<file path="src/rtl/evt_cnt_pkg.sv">
package evt_cnt_pkg;
   localparam int ADDR_W = 2;

   typedef enum logic [ADDR_W-1:0] {
      SEL_RELOAD = 2'd0,
      SEL_COUNT  = 2'd1,
      SEL_MODE   = 2'd2,
      SEL_CTRL   = 2'd3
   } reg_sel_e;

   localparam int BIT_START = 0;
   localparam int BIT_STOP  = 1;
   localparam int BIT_RUN   = 2;
endpackage

</file>
<file path="src/rtl/evt_edge_sync.sv">
module evt_edge_sync #(
   parameter int STAGES = 2
) (
   input  logic clk,
   input  logic rst_n,
   input  logic clr,
   input  logic pin,
   output logic rise
);
   initial begin
      if (STAGES < 2) $error("evt_edge_sync: STAGES must be at least 2");
   end

   logic [STAGES-1:0] stage_q;
   logic              last_q;

   genvar gi;
   generate
      for (gi = 0; gi < STAGES; gi++) begin : g_stage
         if (gi == 0) begin : g_first
            always_ff @(posedge clk or negedge rst_n) begin
               if (!rst_n)   stage_q[0] <= 1'b0;
               else if (clr) stage_q[0] <= 1'b0;
               else          stage_q[0] <= pin;
            end
         end else begin : g_next
            always_ff @(posedge clk or negedge rst_n) begin
               if (!rst_n)   stage_q[gi] <= 1'b0;
               else if (clr) stage_q[gi] <= 1'b0;
               else          stage_q[gi] <= stage_q[gi-1];
            end
         end
      end
   endgenerate

   always_ff @(posedge clk or negedge rst_n) begin
      if (!rst_n)   last_q <= 1'b0;
      else if (clr) last_q <= 1'b0;
      else          last_q <= stage_q[STAGES-1];
   end

   assign rise = stage_q[STAGES-1] & ~last_q;

   p_single_rise_r2: assert property (@(posedge clk) disable iff (!rst_n)
      rise |=> !rise);
endmodule

</file>
<file path="src/rtl/evt_cfg_regs.sv">
module evt_cfg_regs #(
   parameter int CNT_W  = 16,
   parameter int MODE_W = 8
) (
   input  logic              clk,
   input  logic              rst_n,
   input  logic              unit_en,
   input  logic              reload_we,
   input  logic              mode_we,
   input  logic              lock,
   input  logic [CNT_W-1:0]  wdata,
   output logic [CNT_W-1:0]  reload_q,
   output logic [MODE_W-1:0] mode_q
);
   initial begin
      if (MODE_W > CNT_W) $error("evt_cfg_regs: MODE_W must not exceed CNT_W");
   end

   always_ff @(posedge clk or negedge rst_n) begin
      if (!rst_n)          reload_q <= '0;
      else if (!unit_en)   reload_q <= '0;
      else if (reload_we)  reload_q <= wdata;
   end

   always_ff @(posedge clk or negedge rst_n) begin
      if (!rst_n)                mode_q <= '0;
      else if (!unit_en)         mode_q <= '0;
      else if (mode_we && !lock) mode_q <= wdata[MODE_W-1:0];
   end

   p_mode_locked_r10: assert property (@(posedge clk) disable iff (!rst_n)
      lock |=> ($stable(mode_q) || !$past(unit_en)));
endmodule

</file>
<file path="src/rtl/evt_count_core.sv">
module evt_count_core #(
   parameter int CNT_W = 16
) (
   input  logic             clk,
   input  logic             rst_n,
   input  logic             unit_en,
   input  logic             start,
   input  logic             stop,
   input  logic             rise,
   input  logic [CNT_W-1:0] reload_val,
   output logic [CNT_W-1:0] count_q,
   output logic             run_q,
   output logic             irq_q
);
   initial begin
      if (CNT_W < 2) $error("evt_count_core: CNT_W must be at least 2");
   end

   logic [CNT_W-1:0] next_cnt;
   logic             take;

   assign next_cnt = (count_q == '0) ? reload_val : count_q - 1'b1;
   assign take     = run_q && rise && !start && !stop;

   always_ff @(posedge clk or negedge rst_n) begin
      if (!rst_n) begin
         count_q <= '0;
         run_q   <= 1'b0;
         irq_q   <= 1'b0;
      end else if (!unit_en) begin
         count_q <= '0;
         run_q   <= 1'b0;
         irq_q   <= 1'b0;
      end else begin
         irq_q <= take && (next_cnt == '0);
         if (stop) begin
            run_q <= 1'b0;
         end else if (start) begin
            run_q   <= 1'b1;
            count_q <= reload_val;
         end else if (take) begin
            count_q <= next_cnt;
         end
      end
   end

   p_irq_one_cycle_r4: assert property (@(posedge clk) disable iff (!rst_n)
      irq_q |=> !irq_q);
   p_irq_at_zero_r4: assert property (@(posedge clk) disable iff (!rst_n)
      irq_q |-> (count_q == '0));
   p_idle_holds_r6: assert property (@(posedge clk) disable iff (!rst_n)
      (!run_q && !start && unit_en) |=> $stable(count_q));
   p_unit_off_r1: assert property (@(posedge clk) disable iff (!rst_n)
      !unit_en |=> (count_q == '0 && !run_q && !irq_q));
endmodule

</file>
<file path="src/rtl/evt_cnt_chan.sv">
module evt_cnt_chan
   import evt_cnt_pkg::*;
#(
   parameter int CNT_W       = 16,
   parameter int MODE_W      = 8,
   parameter int SYNC_STAGES = 2
) (
   input  logic              clk,
   input  logic              rst_n,
   input  logic              unit_en,
   input  logic              wr_en,
   input  logic [ADDR_W-1:0] wr_addr,
   input  logic [CNT_W-1:0]  wr_data,
   input  logic [ADDR_W-1:0] rd_addr,
   output logic [CNT_W-1:0]  rd_data,
   input  logic              evt_in,
   output logic              irq
);
   localparam int CTRL_BITS = BIT_RUN + 1;

   initial begin
      if (CNT_W < CTRL_BITS) $error("evt_cnt_chan: CNT_W too small for control bits");
   end

   logic              wr_ok, start_t, stop_t, reload_we, mode_we, rise;
   logic [CNT_W-1:0]  reload_q, count_q;
   logic [MODE_W-1:0] mode_q;
   logic              run_q;

   assign wr_ok     = wr_en && unit_en;
   assign reload_we = wr_ok && (reg_sel_e'(wr_addr) == SEL_RELOAD);
   assign mode_we   = wr_ok && (reg_sel_e'(wr_addr) == SEL_MODE);
   assign start_t   = wr_ok && (reg_sel_e'(wr_addr) == SEL_CTRL) && wr_data[BIT_START];
   assign stop_t    = wr_ok && (reg_sel_e'(wr_addr) == SEL_CTRL) && wr_data[BIT_STOP];

   evt_edge_sync #(.STAGES(SYNC_STAGES)) u_sync (
      .clk (clk),
      .rst_n (rst_n),
      .clr (!unit_en),
      .pin (evt_in),
      .rise (rise)
   );

   evt_cfg_regs #(.CNT_W(CNT_W), .MODE_W(MODE_W)) u_cfg (
      .clk (clk),
      .rst_n (rst_n),
      .unit_en (unit_en),
      .reload_we (reload_we),
      .mode_we (mode_we),
      .lock (run_q),
      .wdata (wr_data),
      .reload_q (reload_q),
      .mode_q (mode_q)
   );

   evt_count_core #(.CNT_W(CNT_W)) u_core (
      .clk (clk),
      .rst_n (rst_n),
      .unit_en (unit_en),
      .start (start_t),
      .stop (stop_t),
      .rise (rise),
      .reload_val (reload_q),
      .count_q (count_q),
      .run_q (run_q),
      .irq_q (irq)
   );

   always_comb begin
      rd_data = '0;
      unique case (reg_sel_e'(rd_addr))
         SEL_RELOAD: rd_data = reload_q;
         SEL_COUNT:  rd_data = count_q;
         SEL_MODE:   rd_data[MODE_W-1:0] = mode_q;
         SEL_CTRL:   rd_data[BIT_RUN] = run_q;
         default:    rd_data = '0;
      endcase
   end

   p_stop_wins_r7: assert property (@(posedge clk) disable iff (!rst_n)
      stop_t |=> !run_q);
   p_start_runs_r5: assert property (@(posedge clk) disable iff (!rst_n)
      (start_t && !stop_t) |=> run_q);
endmodule

</file>
<file path="config.mk">
export PLATFORM = sky130hd
export DESIGN_NAME = evt_cnt_chan
export DESIGN_NICKNAME = d
export VERILOG_FILES = /design/src/rtl/evt_cnt_pkg.sv /design/src/rtl/evt_edge_sync.sv /design/src/rtl/evt_cfg_regs.sv /design/src/rtl/evt_count_core.sv /design/src/rtl/evt_cnt_chan.sv
export SDC_FILE = /design/constraint.sdc
export NUM_CORES = 1
export LEC_CHECK = 0
export ABC_AREA = 0
export BUFFER_PORTS_ARGS = -buffer_cell sky130_fd_sc_hd__buf_4
export CELL_PAD_IN_SITES_DETAIL_PLACEMENT = 0
export CELL_PAD_IN_SITES_GLOBAL_PLACEMENT = 1
export CORE_ASPECT_RATIO = 0.9
export CORE_MARGIN = 2
export CORE_UTILIZATION = 46
export CTS_CLUSTER_SIZE = 16
export DETAILED_ROUTE_END_ITERATION = 16
export PLACE_DENSITY_LB_ADDON = 0.1
export SLEW_MARGIN = 15
export SYNTH_ARGS = -nofsm -noshare
export SYNTH_HDL_FRONTEND = slang
export SYNTH_SLANG_ARGS = --single-unit
</file>
<file path="constraint.sdc">
create_clock -name clk -period 3.43 [get_ports clk]
set_clock_uncertainty 0.1 [all_clocks]
set_input_delay 0.343 -clock clk [delete_from_list [all_inputs] [get_ports clk]]
set_output_delay 0.343 -clock clk [all_outputs]
set_load 0.02 [all_outputs]
</file>
* After elaboration in Yosys (flattened, before gate mapping)
Index checks and enable logic that the tools add are counted.
W data, S select, Z words.
** Storage, ports and cells
- Register bits :: 45
- Bits of input ports :: 25
- Bits in writable memories :: 0
- Latch bits :: 0
- Memories :: 0
- Output and inout port bits :: 17
- Word-level logic and storage cells :: 60
- ROM bits :: 0
** Operators by class
- Multiplexer cells :: 20
- Equality and inequality tests :: 10
- Div/mod/pow operators :: 0
- Bitwise logic cells :: 2
- $lt $le $gt $ge :: 0
- Reductions and logical operators :: 19
- Add/sub/neg operators :: 1
- Shift-type cells :: 0
- Multipliers :: 0
** Operators by type and width (count)
- $mux W16 :: 7
- $logic_not A16 Y1 :: 2
- $mux W8 :: 2
- $pmux W8 S2 :: 1
- $sub A16 B1 Y16 const B :: 1
- $pmux W5 S3 :: 1
- $logic_and A1 B1 Y1 :: 11
- $eq A2 B2 Y1 const B :: 4
- $mux W1 :: 7
- $ne A3 B1 Y1 const B :: 2
- $pmux W2 S3 :: 1
- $logic_not A2 Y1 :: 2
- $ne A2 B1 Y1 const B :: 2
- $pmux W1 S4 :: 1
- $logic_not A1 Y1 :: 3
- $eq A2 B1 Y1 const B :: 1
- $ne A2 B2 Y1 const B :: 1
- $reduce_and A2 Y1 :: 1
- $and A1 B1 Y1 :: 1
- $not A1 Y1 :: 1

* Logic depth before layout (Yosys ltp)
- Depth in word-level cells :: 10
- Mapped depth :: 9

* Cells and area by module
Synthesis repeated with hierarchy kept, for this count alone.
** Unflattened totals
- Cells, all modules :: 316
- Area, all modules :: 2986.6 µm²
** By module, submodules not included
- evt_count_core :: times used 1, area an instance 1476.4 µm², cells each 178
- evt_cfg_regs :: times used 1, area an instance 1059.8 µm², cells each 87
- evt_cnt_chan :: times used 1, area an instance 347.8 µm², cells each 44
- evt_edge_sync :: times used 1, area an instance 102.6 µm², cells each 7

* Least setup slack after synthesis
No wires, ideal clock.
- Path type :: register to register
- Start point :: register u_core.count_q[3]
- End point :: register u_core.irq_q
- Data arrival time :: 2081 ps
- Cell stages (with the launch flop) :: 8
- Slack :: 1138 ps
- Required time :: 3219 ps
- Library setup time :: 111 ps
- Period minus slack after synthesis :: 2292 ps
- Cells stage by stage :: dfrtp_1 buf_6 or4_4 or3_4 a21oi_2 nor4b_2 a21oi_1 a2111oi_2
** Between the ends
- Cells in the longest elaborated chain, start to end :: 5
- Elaborated cells between the ends (all ways) :: 6
** Ends and longest elaborated chain
- from (decl) :: line evt_count_core.sv:11 : output logic [CNT_W-1:0] count_q,
- from (signal assigned) :: line evt_count_core.sv:40 : count_q <= reload_val;
- from (signal assigned) :: line evt_count_core.sv:42 : count_q <= next_cnt;
- $sub A16 B1 Y16 / $logic_not A16 Y1 (equally long branches) :: line evt_count_core.sv:22 : assign next_cnt = (count_q == '0) ? reload_val : count_q - 1'b1;
- $mux W16 * :: line evt_count_core.sv:22
- $logic_not A16 Y1 * :: line evt_count_core.sv:35 : irq_q <= take && (next_cnt == '0);
- $logic_and A1 B1 Y1 * :: line evt_count_core.sv:35
- $mux W1 * :: line evt_count_core.sv:30 : end else if (!unit_en) begin
- to (signal assigned) :: line evt_count_core.sv:35
- to (decl) :: line evt_count_core.sv:13 : output logic irq_q
Every way passes the cells marked *; elsewhere a longest branch is shown, timed or not.
A chain may end at the register's enable or synchronous reset.

* Final worst setup path
- Start point :: register u_core.count_q[0]
- End point :: register u_core.irq_q
Same word-level chain as after synthesis.

==> flow_metrics.tcl <==
set metrics [dict create \
    holdPathStages 3 \
    cts_max_level 2 \
    min_from "wr_data[10]" \
    irDropWorstVdd_mv 0.258 \
    chipHeight_um 78.1 \
    synth_fp_nets 367 \
    p_seq_share_pct 41.4 \
    hp-class "in -> reg" \
    multiInputGateArea_um2 1580 \
    fmax_ghz 0.371 \
    cts_buffer_depth 2 \
    worstPathMaxFanout 12 \
    reg2reg_depth 7 \
    grt_util_all_layers_pct 24.2 \
    hold_path_end "u_cfg.reload_q[10]" \
    register_area_um2 1130 \
    gp_congestion 0.908 \
    startpoint_type "flip-flop" \
    placed_cells 431 \
    maxSlewHeadroom_pct 45.4 \
    drc 0 \
    clk_pin_slew_worst_paths_ns 0.09 \
    pwr-share-clk_pct 26.8 \
    grt-ovfl-total 0 \
    worstMarginPinSlew_ns 0.815 \
    critPathKind "reg -> reg" \
    p_sw_share_pct 36.3 \
    dp_hpwl_mm 5.44 \
    drt_iter0_drc 162 \
    worstSkewPairLatency_ns 0.31 \
    synth_top_area_share_pct 40.1 \
    route.met2.wl_mm 3.23 \
    nets 396 \
    die_area_um2 6740 \
    grt_pass1_vias 2484 \
    hold_violations 0 \
    first_pass_iters 5 \
    cap_violations 0 \
    critical_path_arrival_ns 2.81 \
    synth_edf_count 0 \
    clock_sinks 45 \
    synth.distinct_cells 46 \
    syn_area_um2 2810 \
    yosys_warnings 0 \
    core-area_um2 5790 \
    period_minus_slack_ns 2.70 \
    slew_violations 0 \
    wire_per_inst_um 17.0 \
    start_util_pct 48.4 \
    grt_first_pass_wirelength_mm 12.7 \
    reg2reg_slack_ns 0.73 \
    num_rows 26 \
    dr_wl_met3_um 444 \
    run_status "finished clean" \
    yosys.area.top_type "dfrtp_1" \
    worstPathRequired_ns 3.54 \
    syn_area_per_cell_um2 8.25 \
    postRouteAntennaNets 0 \
    syn_inst 340 \
    chipWidth_um 86.3 \
    area_growth_syn_to_layout_pct 15.7 \
    power_leakage_uw 0.00146 \
    async_flop_share_pct 100 \
    ys_top_cells_by_area "dfrtp_1, mux2i_1, o21ai_0" \
    setup_viol 0 \
    vias 2535 \
    diodes 0 \
    wl_met1_mm 3.71 \
    routed_wirelength_mm 7.49 \
    setup_tns_ns 0 \
    final_cells 440 \
    drive_gt1_share_pct 17.6 \
    cts-root-buf "clkbuf_8" \
    post_cts.repair.setup_buffers 0 \
    intPower_uw 890 \
    routed.top_layer "met4" \
    r2r_start "u_core.count_q[0]" \
    comb_power_share_pct 31.9 \
    fill_cells 554 \
    seq_area_frac_synth_pct 40.1 \
    tritoncts "done" \
    num_io_pins 42 \
    end_kind "flip-flop" \
    reg2reg_to "u_core.irq_q" \
    ys_ff_latch 45 \
    cts_made_buffers 5 \
    synthFlopType "dfrtp_1" \
    rsz0062_at_grt "false" \
    fin_crit_sh_pct 78.6 \
    antenna_found_initial 0 \
    grt_max_degree 46 \
    io_buffers 41 \
    p_per_area_nw_per_um2 431 \
    viasPerCell 5.76 \
    final_core_util_pct 56.0 \
    switchingPower_uw 507 \
]
state kept, by name, indices dropped and copies added, names as in the netlist:
name and cells:
u_core.irq_q 1, u_sync.stage_q 2, u_cfg.mode_q 8, u_cfg.reload_q 16, u_core.run_q 1, u_sync.last_q 1
u_core.count_q 16
cells in the final DEF (no fill, tap or decap), types with 2 or more instances in the layout:
master / n
a211oi_1: 4
a21o_1: 2
a21oi_1: 18
and2_1: 4
and4_1: 2
buf_4: 44
clkbuf_8: 6
dfrtp_1: 45
ha_1: 2
inv_1: 3
mux2i_1: 24
nand2_1: 63
nand2b_1: 4
nand3_1: 2
nand3b_1: 2
nand4_1: 6
nor2_1: 36
nor2b_1: 3
nor3_1: 6
nor3_2: 2
nor3b_1: 4
nor4_1: 8
nor4_4: 2
o21ai_0: 48
o22ai_1: 3
or3_1: 2
xnor2_1: 2
xor2_1: 3
critical path, stage by stage, from the launching register on:
cell	delay (ns)
dfrtp_1	0.44
inv_1	0.10
ha_1	0.33
or3_1	0.38
a21o_1	0.15
a2111oi_0	0.57
a41oi_1	0.21
a2111oi_2	0.29
routing by layer:
metal	vias up	global-route usage (%)
met5	-	0
met4	0	7.66
met3	10	4.94
met2	72	35.0
met1	1200	36.2
li1	1253	-
synthesized netlist by cell type (all sizes together) (3+ instances only):
library cell	number
nor2b	3
inv	3
o21ai	50
buf	6
a211oi	4
nand2	63
o22ai	3
nor3	8
or3	3
mux2i	24
nor3b	4
clkbuf	17
xor2	3
and2	4
nand2b	4
a21oi	19
nor4	10
nor2	36
dfrtp	45
nand4	6
what timing repair did:
| action | 4_1_cts | 5_1_grt |
|---|---|---|
| endpoints found under the hold margin | 45 | 0 |
| hold buffers | 1 | 0 |
| endpoints found under the setup margin | 0 | 0 |
| gates resized for setup | 0 | 0 |
cell type report:
cell class                      count  area share (%)
Sequential cell                    45            34.7
Clock buffer                        6            2.55
Multi-Input combinational cell    268            48.6
Clock inverter                      2           0.540
Tap cell                           70            2.70
Inverter                            4           0.463
Timing Repair Buffer               45            10.5
stage by stage:
stage / hold slack, ns / instance area, um2 / total power [uW] / setup WS [ns]
after global routing: 0.133 / 3240 / 1480 / 0.557
after detailed placement: 0.293 / 3130 / 1030 / 0.733
after CTS: 0.125 / 3240 / 1400 / 0.708
after floorplan: -0.0526 / 2810 / 910 / 1.14
final: 0.129 / 3240 / 1400 / 0.735
after global placement: 0.290 / 3130 / 1040 / 0.762
cells by family (layout without fill, tap and decap cells):
group	count (synthesis)	in the layout	share of synthesized area [%]
simple gates	151	151	26.9
compound gates	84	84	16.8
flops	45	45	40.1
buf+inv	27	57	4.01
mux	26	26	9.77
xor+xnor	5	5	1.56
fa+ha+maj	2	2	0.892
power by group through the flow:
stage               combinational (uW)  sequential, uW  clock, uW
floorplan                          338             572          0
global placement                   451             588          0
detailed placement                 441             588          0
CTS                                444             577        381
global route                       498             581        404
finish                             445             578        374
worst max path at each step:
stage                       from            endpoint  slack (ns)  depth (start not counted)
6_report       u_core.count_q[0]        u_core.irq_q        0.73                          7
5_1_grt        u_core.count_q[7]  u_core.count_q[11]        0.56                          7
3_3_place_gp   u_core.count_q[0]        u_core.irq_q        0.76                          7
4_1_cts        u_core.count_q[0]        u_core.irq_q        0.71                          7
3_5_place_dp   u_core.count_q[0]        u_core.irq_q        0.73                          7
2_1_floorplan  u_core.count_q[3]        u_core.irq_q        1.14                          7
Note: power is estimated with default switching activity, not from simulation.
